[src/rtl/fbuf_dma_pkg.sv]
package fbuf_dma_pkg;

    localparam logic [5:0] OFS_CFG  = 6'h00;
    localparam logic [5:0] OFS_MADR = 6'h04;
    localparam logic [5:0] OFS_XADR = 6'h08;
    localparam logic [5:0] OFS_LEN  = 6'h0C;
    localparam logic [5:0] OFS_CMD  = 6'h10;
    localparam logic [5:0] OFS_STOP = 6'h14;
    localparam logic [5:0] OFS_STAT = 6'h18;
    localparam logic [5:0] OFS_DONE = 6'h1C;
    localparam logic [5:0] OFS_ERR  = 6'h20;

    typedef enum logic [2:0] {
        ST_IDLE,
        ST_MEM_RD,
        ST_FB_WR,
        ST_FB_RD,
        ST_FB_WAIT,
        ST_MEM_WR
    } eng_state_t;

    function automatic logic [31:0] bswap32(input logic [31:0] d, input logic en);
        return en ? {d[7:0], d[15:8], d[23:16], d[31:24]} : d;
    endfunction

endpackage

[src/rtl/fbuf_dma_regs.sv]
module fbuf_dma_regs
    import fbuf_dma_pkg::*;
#(
    parameter int LEN_W       = 16,
    parameter int FB_AW       = 9,
    parameter int CHUNK_BYTES = 512
) (
    input  logic                 clk,
    input  logic                 rst_n,
    input  logic                 reg_wr,
    input  logic [5:0]           reg_addr,
    input  logic [31:0]          reg_wdata,
    output logic [31:0]          reg_rdata,
    input  logic                 busy,
    input  logic                 fin,
    input  logic                 fin_err,
    output logic                 start,
    output logic                 start_rd,
    output logic                 stop,
    output logic                 cfg_swap,
    output logic [31:0]          prog_madr,
    output logic [FB_AW-1:0]     prog_xidx,
    output logic [LEN_W-3:0]     prog_lenw,
    output logic                 irq
);
    localparam int LW_W = LEN_W - 2;
    localparam logic [LW_W-1:0] CHUNK_WORDS = LW_W'(CHUNK_BYTES / 4);

    logic [1:0]       cfg_q;
    logic [29:0]      madr_q;
    logic [FB_AW-1:0] xidx_q;
    logic [LW_W-1:0]  lenw_q;
    logic             cmd_q;
    logic [1:0]       done_q;
    logic             err_q;

    assign start    = reg_wr && (reg_addr == OFS_CMD) && !busy;
    assign start_rd = reg_wdata[0];
    assign stop     = reg_wr && (reg_addr == OFS_STOP);

    always_ff @(posedge clk or negedge rst_n) begin
        if (!rst_n) begin
            cfg_q  <= '0;
            madr_q <= '0;
            xidx_q <= '0;
            lenw_q <= CHUNK_WORDS;
            cmd_q  <= 1'b0;
            done_q <= 2'b00;
            err_q  <= 1'b0;
        end else begin
            if (reg_wr) begin
                unique case (reg_addr)
                    OFS_CFG:  cfg_q  <= reg_wdata[1:0];
                    OFS_MADR: madr_q <= reg_wdata[31:2];
                    OFS_XADR: xidx_q <= reg_wdata[FB_AW+1:2];
                    OFS_LEN:  lenw_q <= reg_wdata[LEN_W-1:2];
                    default: ;
                endcase
            end
            if (start) cmd_q <= reg_wdata[0];
            if (fin)
                done_q <= fin_err ? 2'b11 : 2'b01;
            else if (reg_wr && reg_addr == OFS_DONE && reg_wdata == 32'd0)
                done_q <= 2'b00;
            if (fin_err)
                err_q <= 1'b1;
            else if (reg_wr && reg_addr == OFS_ERR && reg_wdata == 32'd0)
                err_q <= 1'b0;
        end
    end

    always_comb begin
        reg_rdata = '0;
        case (reg_addr)
            OFS_CFG:  reg_rdata[1:0] = cfg_q;
            OFS_MADR: reg_rdata = {madr_q, 2'b00};
            OFS_XADR: reg_rdata[FB_AW+1:0] = {xidx_q, 2'b00};
            OFS_LEN:  reg_rdata[LEN_W-1:0] = {lenw_q, 2'b00};
            OFS_CMD:  reg_rdata[0] = cmd_q;
            OFS_STAT: reg_rdata[0] = busy;
            OFS_DONE: reg_rdata[1:0] = done_q;
            OFS_ERR:  reg_rdata[0] = err_q;
            default:  reg_rdata = '0;
        endcase
    end

    assign cfg_swap  = cfg_q[1];
    assign prog_madr = {madr_q, 2'b00};
    assign prog_xidx = xidx_q;
    assign prog_lenw = lenw_q;
    assign irq       = (done_q != 2'b00);

    // completion raises the interrupt on the following cycle
    p_done_sets_irq_r5: assert property (@(posedge clk) disable iff (!rst_n)
        fin |=> irq);

    // an error completion latches the error flag and both done bits
    p_err_flag_r6: assert property (@(posedge clk) disable iff (!rst_n)
        fin_err |=> (err_q && done_q == 2'b11));

endmodule

[src/rtl/fbuf_dma_engine.sv]
module fbuf_dma_engine
    import fbuf_dma_pkg::*;
#(
    parameter int LEN_W = 16,
    parameter int FB_AW = 9
) (
    input  logic             clk,
    input  logic             rst_n,
    input  logic             start,
    input  logic             start_rd,
    input  logic             stop,
    input  logic             swap,
    input  logic [31:0]      prog_madr,
    input  logic [FB_AW-1:0] prog_xidx,
    input  logic [LEN_W-3:0] prog_lenw,
    output logic             mem_req,
    output logic             mem_we,
    output logic [31:0]      mem_addr,
    output logic [31:0]      mem_wdata,
    input  logic             mem_ack,
    input  logic             mem_err,
    input  logic [31:0]      mem_rdata,
    output logic             fb_en,
    output logic             fb_we,
    output logic [FB_AW-1:0] fb_addr,
    output logic [31:0]      fb_wdata,
    input  logic [31:0]      fb_rdata,
    output logic             busy,
    output logic             fin,
    output logic             fin_err
);
    localparam int LW_W = LEN_W - 2;

    eng_state_t       state, nxt;
    logic [31:0]      cur_m;
    logic [FB_AW-1:0] cur_x;
    logic [LW_W-1:0]  left_q;
    logic [31:0]      data_q;
    logic             swap_q;
    logic             last;
    logic             step;

    assign last = (left_q == LW_W'(1));
    assign step = (state == ST_FB_WR) || (state == ST_MEM_WR && mem_ack && !mem_err);

    always_ff @(posedge clk or negedge rst_n) begin
        if (!rst_n) state <= ST_IDLE;
        else        state <= nxt;
    end

    always_ff @(posedge clk or negedge rst_n) begin
        if (!rst_n) begin
            cur_m  <= '0;
            cur_x  <= '0;
            left_q <= '0;
            data_q <= '0;
            swap_q <= 1'b0;
        end else begin
            if (state == ST_IDLE && start) begin
                cur_m  <= prog_madr;
                cur_x  <= prog_xidx;
                left_q <= prog_lenw;
                swap_q <= swap;
            end
            if (state == ST_MEM_RD && mem_ack) data_q <= bswap32(mem_rdata, swap_q);
            if (state == ST_FB_WAIT)           data_q <= bswap32(fb_rdata, swap_q);
            if (step) begin
                cur_m  <= cur_m + 32'd4;
                cur_x  <= cur_x + FB_AW'(1);
                left_q <= left_q - LW_W'(1);
            end
        end
    end

    always_comb begin
        nxt     = state;
        fin     = 1'b0;
        fin_err = 1'b0;
        if (stop) begin
            nxt = ST_IDLE;
        end else begin
            unique case (state)
                ST_IDLE: begin
                    if (start) begin
                        if (prog_lenw == '0) fin = 1'b1;
                        else nxt = start_rd ? ST_FB_RD : ST_MEM_RD;
                    end
                end
                ST_MEM_RD: begin
                    if (mem_err) begin
                        nxt = ST_IDLE; fin = 1'b1; fin_err = 1'b1;
                    end else if (mem_ack) begin
                        nxt = ST_FB_WR;
                    end
                end
                ST_FB_WR: begin
                    if (last) begin nxt = ST_IDLE; fin = 1'b1; end
                    else nxt = ST_MEM_RD;
                end
                ST_FB_RD:   nxt = ST_FB_WAIT;
                ST_FB_WAIT: nxt = ST_MEM_WR;
                ST_MEM_WR: begin
                    if (mem_err) begin
                        nxt = ST_IDLE; fin = 1'b1; fin_err = 1'b1;
                    end else if (mem_ack) begin
                        if (last) begin nxt = ST_IDLE; fin = 1'b1; end
                        else nxt = ST_FB_RD;
                    end
                end
                default: nxt = ST_IDLE;
            endcase
        end
    end

    always_comb begin
        mem_req   = (state == ST_MEM_RD) || (state == ST_MEM_WR);
        mem_we    = (state == ST_MEM_WR);
        mem_addr  = cur_m;
        mem_wdata = data_q;
        fb_en     = (state == ST_FB_WR) || (state == ST_FB_RD);
        fb_we     = (state == ST_FB_WR);
        fb_addr   = cur_x;
        fb_wdata  = data_q;
        busy      = (state != ST_IDLE);
    end

    // an unanswered request stays unchanged
    p_req_hold_r11: assert property (@(posedge clk) disable iff (!rst_n)
        (mem_req && !mem_ack && !mem_err && !stop) |=>
            (mem_req && $stable(mem_addr) && $stable(mem_we) && $stable(mem_wdata)));

    // a stop write idles the engine on the next cycle
    p_stop_idles_r7: assert property (@(posedge clk) disable iff (!rst_n)
        stop |=> !busy);

    // an error response ends the transfer and drops the request
    p_err_ends_r6: assert property (@(posedge clk) disable iff (!rst_n)
        (mem_req && mem_err) |=> (!busy && !mem_req));

endmodule

[src/rtl/fbuf_dma.sv]
module fbuf_dma
    import fbuf_dma_pkg::*;
#(
    parameter int LEN_W       = 16,
    parameter int FB_AW       = 9,
    parameter int CHUNK_BYTES = 512
) (
    input  logic             clk,
    input  logic             rst_n,
    input  logic             reg_wr,
    input  logic [5:0]       reg_addr,
    input  logic [31:0]      reg_wdata,
    output logic [31:0]      reg_rdata,
    output logic             mem_req,
    output logic             mem_we,
    output logic [31:0]      mem_addr,
    output logic [31:0]      mem_wdata,
    input  logic             mem_ack,
    input  logic             mem_err,
    input  logic [31:0]      mem_rdata,
    output logic             fb_en,
    output logic             fb_we,
    output logic [FB_AW-1:0] fb_addr,
    output logic [31:0]      fb_wdata,
    input  logic [31:0]      fb_rdata,
    output logic             irq
);
    logic             busy, fin, fin_err, start, start_rd, stop, cfg_swap;
    logic [31:0]      prog_madr;
    logic [FB_AW-1:0] prog_xidx;
    logic [LEN_W-3:0] prog_lenw;

    fbuf_dma_regs #(.LEN_W(LEN_W), .FB_AW(FB_AW), .CHUNK_BYTES(CHUNK_BYTES)) u_regs (
        .clk(clk), .rst_n(rst_n), .reg_wr(reg_wr), .reg_addr(reg_addr),
        .reg_wdata(reg_wdata), .reg_rdata(reg_rdata), .busy(busy), .fin(fin),
        .fin_err(fin_err), .start(start), .start_rd(start_rd), .stop(stop),
        .cfg_swap(cfg_swap), .prog_madr(prog_madr), .prog_xidx(prog_xidx),
        .prog_lenw(prog_lenw), .irq(irq)
    );

    fbuf_dma_engine #(.LEN_W(LEN_W), .FB_AW(FB_AW)) u_engine (
        .clk(clk), .rst_n(rst_n), .start(start), .start_rd(start_rd), .stop(stop),
        .swap(cfg_swap), .prog_madr(prog_madr), .prog_xidx(prog_xidx),
        .prog_lenw(prog_lenw), .mem_req(mem_req), .mem_we(mem_we),
        .mem_addr(mem_addr), .mem_wdata(mem_wdata), .mem_ack(mem_ack),
        .mem_err(mem_err), .mem_rdata(mem_rdata), .fb_en(fb_en), .fb_we(fb_we),
        .fb_addr(fb_addr), .fb_wdata(fb_wdata), .fb_rdata(fb_rdata),
        .busy(busy), .fin(fin), .fin_err(fin_err)
    );

endmodule

[config.mk]
export PLATFORM = sky130hd
export DESIGN_NAME = fbuf_dma
export DESIGN_NICKNAME = d
export VERILOG_FILES = /design/src/rtl/fbuf_dma_pkg.sv /design/src/rtl/fbuf_dma_regs.sv /design/src/rtl/fbuf_dma_engine.sv /design/src/rtl/fbuf_dma.sv
export SDC_FILE = /design/constraint.sdc
export NUM_CORES = 1
export LEC_CHECK = 0
export CORE_MARGIN = 3
export CORE_UTILIZATION = 43
export DETAILED_ROUTE_END_ITERATION = 10
export HOLD_SLACK_MARGIN = 0.05
export PLACE_DENSITY_LB_ADDON = 0.3
export SETUP_SLACK_MARGIN = 0.2
export SKIP_LAST_GASP = 1
export SLEW_MARGIN = 25
export SYNTH_ARGS = -nofsm -noshare
export SYNTH_HDL_FRONTEND = slang
export SYNTH_SLANG_ARGS = --single-unit
[constraint.sdc]
create_clock -name clk -period 1.95 [get_ports clk]
set_clock_uncertainty 0.05 [all_clocks]
set_input_delay 0.39 -clock clk [delete_from_list [all_inputs] [get_ports clk]]
set_output_delay 0.39 -clock clk [all_outputs]
set_load 0.05 [all_outputs]
==> flow_summary_export.csv, run 1 <==
group,metric,value,unit
finish,post-route-util,0.813,
detailed_routing,wl_per_cell,25.0,um
clock_network,insertion_delay,0.43,ns
outcome,violations,"negative setup slack",
flow_run,maxCapViolations,0,
detailed_routing,drt-pass1-iter-count,6,
detailed_routing,dr_total_vias,8922,
yosys,synth-edff-count,0,
grt,grt_overflow,0,
die,core,0.0188,sq mm
yosys,yosysWarnings,0,
yosys,synthArstFlopShare,1.00,
die,ios,249,
critical_path,critPathKind,"input port to output port",
yosys,synth_area,0.00830,sq mm
timing,tightest_slew,0.595,ns
timing,max_slew_margin,0.600,
yosys,ys_seq_area_frac,0.446,
timing,finalHoldViolations,0,
finish,area_delta_synth_final,84.4,%
die,rows,50,
grt,grt_max_degree,46,
timing,fin_crit,2.42,ns
timing,setup_slack,-0.472,ns
grt,grt_pass1_wl,51100,um
timing,setup_tns,-22.43,ns
timing,fin_hold_ws,0.247,ns
clock_network,clkTransAtPathRegs,0.06,ns
detailed_routing,drc,0,
outcome,outcome,"finished, violations left",
placement,io_buffers,246,
die,dieArea,0.0210,sq mm
grt,grt_pass1_vias,8826,
critical_path,endpoint_kind,"output port",
yosys,yosysTopAreaCell,"dfrtp_1",
clock_network,ctsRootBufferMaster,"clkbuf_16",
grt,antenna_found_initial,1,
yosys,yosysUniqueCellTypes,71,
hold_path,hold_start,"reg_wdata[26]",
pwr,peakVddDrop,0.00120,V
critical_path,startpoint,"reg_addr[4]",
detailed_routing,detail-route-antenna-nets,0,
placement,dp_hpwl,21600,um
critical_path,crit_arrival,1.98,ns
yosys,synth-main-ff-cell,"dfrtp_1",
timing,max_freq,0.413,GHz
hold_path,min_path_type,"input port to flip-flop",
placement,place_area,0.0124,sq mm
timing,post-route-period-util,1.24,
pwr,p_leak,6.90,nW
timing,rsz0062_at_grt,"true",
yosys,synth.top_cell.area_share,0.443,
clock_network,cts_max_level,4,
yosys,synth_area_leaders,"dfrtp_1, mux2_2, mux2i_1, buf_4, nand2_1",
critical_path,cp.required,1.51,ns
detailed_routing,via_per_inst,6.02,
critical_path,critical_path.startpoint_type,"input port",
critical_path,crit_fanout,6,
clock_network,cts_tree,"done",
finish,fillers,980,
finish,finalNetCount,1319,
die,start_util,0.441,
clock_network,cts_buffers,17,
detailed_routing,drt-initial-drc-count,554,
yosys,synth_cells,788,
timing,slew_viol_final,0,
pwr,power_density,1390,mW/mm^2
grt,grt_use_total,0.309,
die,dieHeight,145,um
clock_network,cts.sinks,148,
finish,drive_gt1_frac,0.585,
yosys,ys_ff_latch,148,
yosys,syn_area_per_cell,10.5,sq um
finish,num_antenna_cells,0,
finish,final_area,0.0153,sq mm
timing,setup_violations,126,
critical_path,reg2reg_from,"u_engine.state[2]",
placement,place_ws,-0.704,ns
die,die_width,145,um
clock_network,clock_path_buffers,2,
detailed_routing,totalWireLength,37000,um
placement,finalWeightedCongestion,0.908,
-- metal layers --
metal	global-route usage	wire [um]
met5	0	12
met4	0.124	1760
met3	0.0765	3210
met2	0.527	18800
met1	0.376	13300
-- flip-flops by register name (all words and copies together) (netlist names) --
| name | count |
|---|---|
| u_engine.swap_q | 1 |
| u_engine.left_q | 14 |
| u_regs.madr_q | 30 |
| u_engine.state | 3 |
| u_regs.prog_lenw | 14 |
| u_engine.mem_addr | 30 |
| u_engine.fb_wdata | 32 |
| u_engine.fb_addr | 9 |
| u_regs.err_q | 1 |
| u_regs.done_q | 2 |
| u_regs.cfg_q | 2 |
| u_regs.prog_xidx | 9 |
| u_regs.cmd_q | 1 |
-- cell usage in the layout, fill, tap and decap left out, types with 9 or more instances in the layout --
master           count
inv_1               10
a21oi_2              9
mux2_2              56
buf_12              62
o21ai_4              9
buf_4              204
nor4_1              11
mux2i_4             12
nand2_4             13
nand3_1             14
nand2_1             30
clkbuf_16           17
a311oi_1             9
buf_8               11
dfrtp_1            129
buf_16               9
buf_6               71
clkdlybuf4s15_2     11
o21ai_2             14
and2_4              19
and3_1              13
o21ai_1             10
nor2_1              39
dfrtp_2             18
mux2i_1             42
nand4_1             15
clkdlybuf4s50_1     93
nor3_2               9
mux2_4              27
nor2_4              11
nand2_2             15
-- cell usage after synthesis, types with 4 or more instances --
| cell type | n |
|---|---|
| buf_2 | 16 |
| nand2_1 | 60 |
| a311oi_1 | 11 |
| mux2_2 | 73 |
| nor4_1 | 17 |
| nand3_1 | 20 |
| and2_1 | 20 |
| o22ai_1 | 9 |
| nor3_1 | 18 |
| a22o_1 | 6 |
| nand4_1 | 15 |
| o21ai_0 | 33 |
| and4_1 | 6 |
| inv_1 | 11 |
| ha_1 | 4 |
| nor2b_1 | 6 |
| o211ai_1 | 7 |
| and3_1 | 17 |
| clkbuf_1 | 20 |
| mux4_2 | 4 |
| o311ai_0 | 4 |
| a221oi_1 | 4 |
| buf_4 | 37 |
| nor2_1 | 50 |
| mux2_4 | 10 |
| a211oi_1 | 18 |
| dfrtp_1 | 147 |
| mux2i_1 | 55 |
| a21oi_1 | 21 |
-- kinds of logic after synthesis --
logic type                 Yosys count  share of synthesized area
other                                1                   0.000452
and+or+nand+nor                    253                      0.163
muxes                              142                      0.194
DFF                                148                      0.446
AOI/OAI and AO/OA                  151                      0.128
buffers and inverters               89                     0.0612
adders and majority gates            4                    0.00603
-- through the flow --
stage	total power (W)	instances
2_1_floorplan	0.0115	789
3_3_place_gp	0.0145	1358
3_5_place_dp	0.0147	1358
4_1_cts	0.0196	1461
5_1_grt	0.0219	1481
6_report	0.0212	1481
-- worst max-delay path: stages --
cell and delay, ns:
buf_6 0.09, or3_4 0.40, buf_4 0.16, or3b_4 0.42, nor2_8 0.20, a22o_4 0.19
buf_12 0.13
-- area by class of cell --
cell class              count  area [sq um]  share of cell area
clock inverters            14           154              0.0101
clock buffers              18           429              0.0280
well taps                 260           325              0.0213
flip-flops and latches    148          3730               0.244
repair buffers            476          5170               0.338
inverters                  11          43.8             0.00286
multi-input cells         554          5450               0.356
-- path summary, 6_finish.rpt --
kind | end | slack, ns | cells after the start
setup / recovery | reg_rdata[13] | -0.47 | 7
hold / removal | u_regs.madr_q[24] | 0.25 | 2
setup reg to reg | u_engine.mem_addr[30] | -0.21 | 11
hold reg to reg | u_regs.err_q | 0.47 | 1
max in group asynchronous | u_engine.state[2] | 0.92 | 3
min in group asynchronous | u_regs.madr_q[15] | 0.35 | 2
-- report_power, final --
| part | switching [W] | leakage [nW] | total [W] | internal (W) |
|---|---|---|---|---|
| clock network | 0.00145 | 0.277 | 0.00334 | 0.00190 |
| logic | 0.00720 | 4.78 | 0.0126 | 0.00538 |
| registers | 0.00128 | 1.84 | 0.00533 | 0.00404 |
-- repair_timing --
item,CTS,global route
gates cloned,10,1
hold endpoints to repair,23,0
setup endpoints to repair,191,188
pin swaps,58,48
buffers inserted,60,19
resized for setup,229,160
hold buffers,1,0
Power figures use the tool's default switching activity.
==> run 2: changes to the inputs <==
Settings changed: CORE_UTILIZATION 43 to 25.
==> run 2 against run 1 <==
Effect of this change: the run still ends with negative setup slack left; non-clock buffer count is 7 lower; sequential power decreased by 3%; register-to-register slack got worse by 0.12 ns; fmax is 4.8% higher; via count decreased by 9.3%; clock power up 2%; first-iteration DRC count is 7.4% lower; combinational power is 3% lower; critical path depth grew 1; design area shrank 0.43%; highest routed layer is now met4; global-route usage shrank 13 points; critical path type unchanged; critical endpoint is now reg_rdata[23]; utilization fell by 35 points.
==> flow_summary_export.csv, run 2 (synthesized netlist as in run 1, its figures left out) <==
group,metric,value,unit
pwr,p_leak,6.81,nW
grt,antenna_found_initial,1,
detailed_routing,drt-pass1-iter-count,4,
detailed_routing,totalWireLength,32500,um
critical_path,critPathKind,"input port to output port",
grt,grt_overflow,0,
placement,place_ws,-0.768,ns
die,dieHeight,188,um
detailed_routing,via_per_inst,4.88,
critical_path,cp.required,1.51,ns
hold_path,holdPathStages,2,
clock_network,clock_path_buffers,2,
grt,grt_use_total,0.177,
critical_path,endpoint_kind,"output port",
clock_network,cts_tree,"done",
critical_path,reg2reg_from,"u_engine.state[2]",
critical_path,crit_fanout,18,
detailed_routing,wl_per_cell,19.6,um
die,dieArea,0.0354,sq mm
hold_path,min_path_type,"input port to flip-flop",
grt,grt_max_degree,46,
die,rows,66,
timing,fin_crit,2.31,ns
timing,finalHoldViolations,0,
pwr,peakVddDrop,0.000951,V
outcome,outcome,"finished, violations left",
clock_network,clkTransAtPathRegs,0.08,ns
finish,layout_commonest_cell,"buf_4",
timing,setup_slack,-0.362,ns
finish,area_delta_synth_final,83.6,%
outcome,violations,"negative setup slack",
finish,largest_register_ffs,32,
placement,dp_hpwl,23100,um
finish,fillers,2892,
critical_path,worstReg2RegEnd,"u_engine.fb_wdata[10]",
detailed_routing,detail-route-antenna-nets,0,
grt,grt_pass1_wl,49000,um
die,die_width,188,um
critical_path,crit_arrival,1.87,ns
timing,tightest_slew,0.642,ns
timing,setup_violations,136,
grt,grt_pass1_vias,8180,
placement,io_buffers,246,
timing,rsz0062_at_grt,"true",
clock_network,insertion_delay,0.44,ns
timing,max_freq,0.433,GHz
clock_network,ctsRootBufferMaster,"clkbuf_16",
detailed_routing,drc,0,
critical_path,critical_path.startpoint_type,"input port",
timing,max_slew_margin,0.568,
finish,finalNetCount,1312,
hold_path,hold_end,"u_regs.madr_q[24]",
detailed_routing,drt-initial-drc-count,513,
critical_path,reg2reg_depth,13,
timing,slew_viol_final,0,
flow_run,maxCapViolations,0,
die,ios,249,
finish,drive_gt1_frac,0.567,
critical_path,r2r_slack,-0.33,ns
clock_network,cts_max_level,4,
finish,most-common-layout-cells,"buf_4, dfrtp_1, clkdlybuf4s50_1",
pwr,power_density,1360,mW/mm^2
die,start_util,0.254,
placement,finalWeightedCongestion,0.853,
timing,post-route-period-util,1.19,
finish,post-route-util,0.467,
detailed_routing,dr_total_vias,8090,
die,core,0.0326,sq mm
hold_path,hold_start,"reg_wdata[26]",
clock_network,cts_buffers,17,
clock_network,cts.sinks,148,
[run 2: cell types whose count changed in the layout (fill, tap and decap cells not counted), moves of 5 or more]
cell | previous run | this run
buf_16 | 9 | 4
buf_4 | 204 | 220
buf_6 | 71 | 55
clkdlybuf4s50_1 | 93 | 80
clkinv_8 | 0 | 5
dlymetal6s2s_1 | 5 | 13
inv_8 | 0 | 5
mux2i_1 | 42 | 37
nand2_1 | 30 | 49
nand2_2 | 15 | 6
nand2_4 | 13 | 4
nor2_4 | 11 | 5
nor3_2 | 9 | 3
nor3_4 | 5 | 10
[run 2: worst max path at each step]
stage           startpoint             to  slack [ns]  depth (start not counted)
3_5_place_dp   reg_addr[4]  reg_rdata[14]       -0.77                          6
5_1_grt        reg_addr[0]  reg_rdata[31]       -0.39                          8
4_1_cts        reg_addr[0]  reg_rdata[14]       -0.37                          6
2_1_floorplan  reg_addr[4]  reg_rdata[10]       -0.19                          4
6_report       reg_addr[0]  reg_rdata[23]       -0.36                          8
3_3_place_gp   reg_addr[4]  reg_rdata[14]       -0.77                          6
[run 2: metrics by stage]
step / instances / instance area [sq um] / hold slack [ns] / power, W / TNS (ns)
after floorplan: 789 / 8850 / 0.0444 / 0.0115 / -5.87
after global placement: 1546 / 12700 / 0.301 / 0.0146 / -92.99
after detailed placement: 1546 / 12700 / 0.300 / 0.0147 / -93.14
after CTS: 1635 / 14300 / 0.290 / 0.0195 / -33.05
after global routing: 1657 / 15200 / 0.205 / 0.0216 / -39.95
final: 1657 / 15200 / 0.204 / 0.0207 / -33.13
[run 2: layout make-up]
type                       instances  area [sq um]  area share
multi-input combinational        554          5320       0.349
timing repair buffer             469          4990       0.328
sequential                       148          3720       0.244
tap                              442           553      0.0363
clock buffer                      17           425      0.0279
clock inverter                    15           180      0.0118
inverter                          11          41.3     0.00271
antenna                            1          2.50    0.000164
[run 2: metal layers]
layer	share of wire	wire length, um	track usage
met1	0.43	14000	0.229
met2	0.49	15900	0.292
met3	0.061	1990	0.0406
met4	0.018	594	0.0563
met5	0	0	0
[run 2: power by group]
group / total, W / switching, W / internal (W)
clock network: 0.00340 / 0.00166 / 0.00174
registers: 0.00516 / 0.00112 / 0.00403
logic: 0.0122 / 0.00684 / 0.00531
[run 2: what timing repair did]
| action | 4_1_cts | 5_1_grt |
|---|---|---|
| gates cloned | 8 | 1 |
| resized for setup | 148 | 197 |
| endpoints found under the setup margin | 188 | 184 |
| pin swaps | 46 | 57 |
| buffers inserted | 48 | 20 |
| hold buffers | 1 | 0 |
| hold endpoints to repair | 34 | 0 |
[run 2: worst max-delay path, cell delays in order]
cell and delay, ns:
buf_6 0.09, or3_4 0.41, buf_4 0.15, nor4_4 0.18
buf_12 0.22, buf_12 0.14, and2_4 0.15, buf_12 0.13
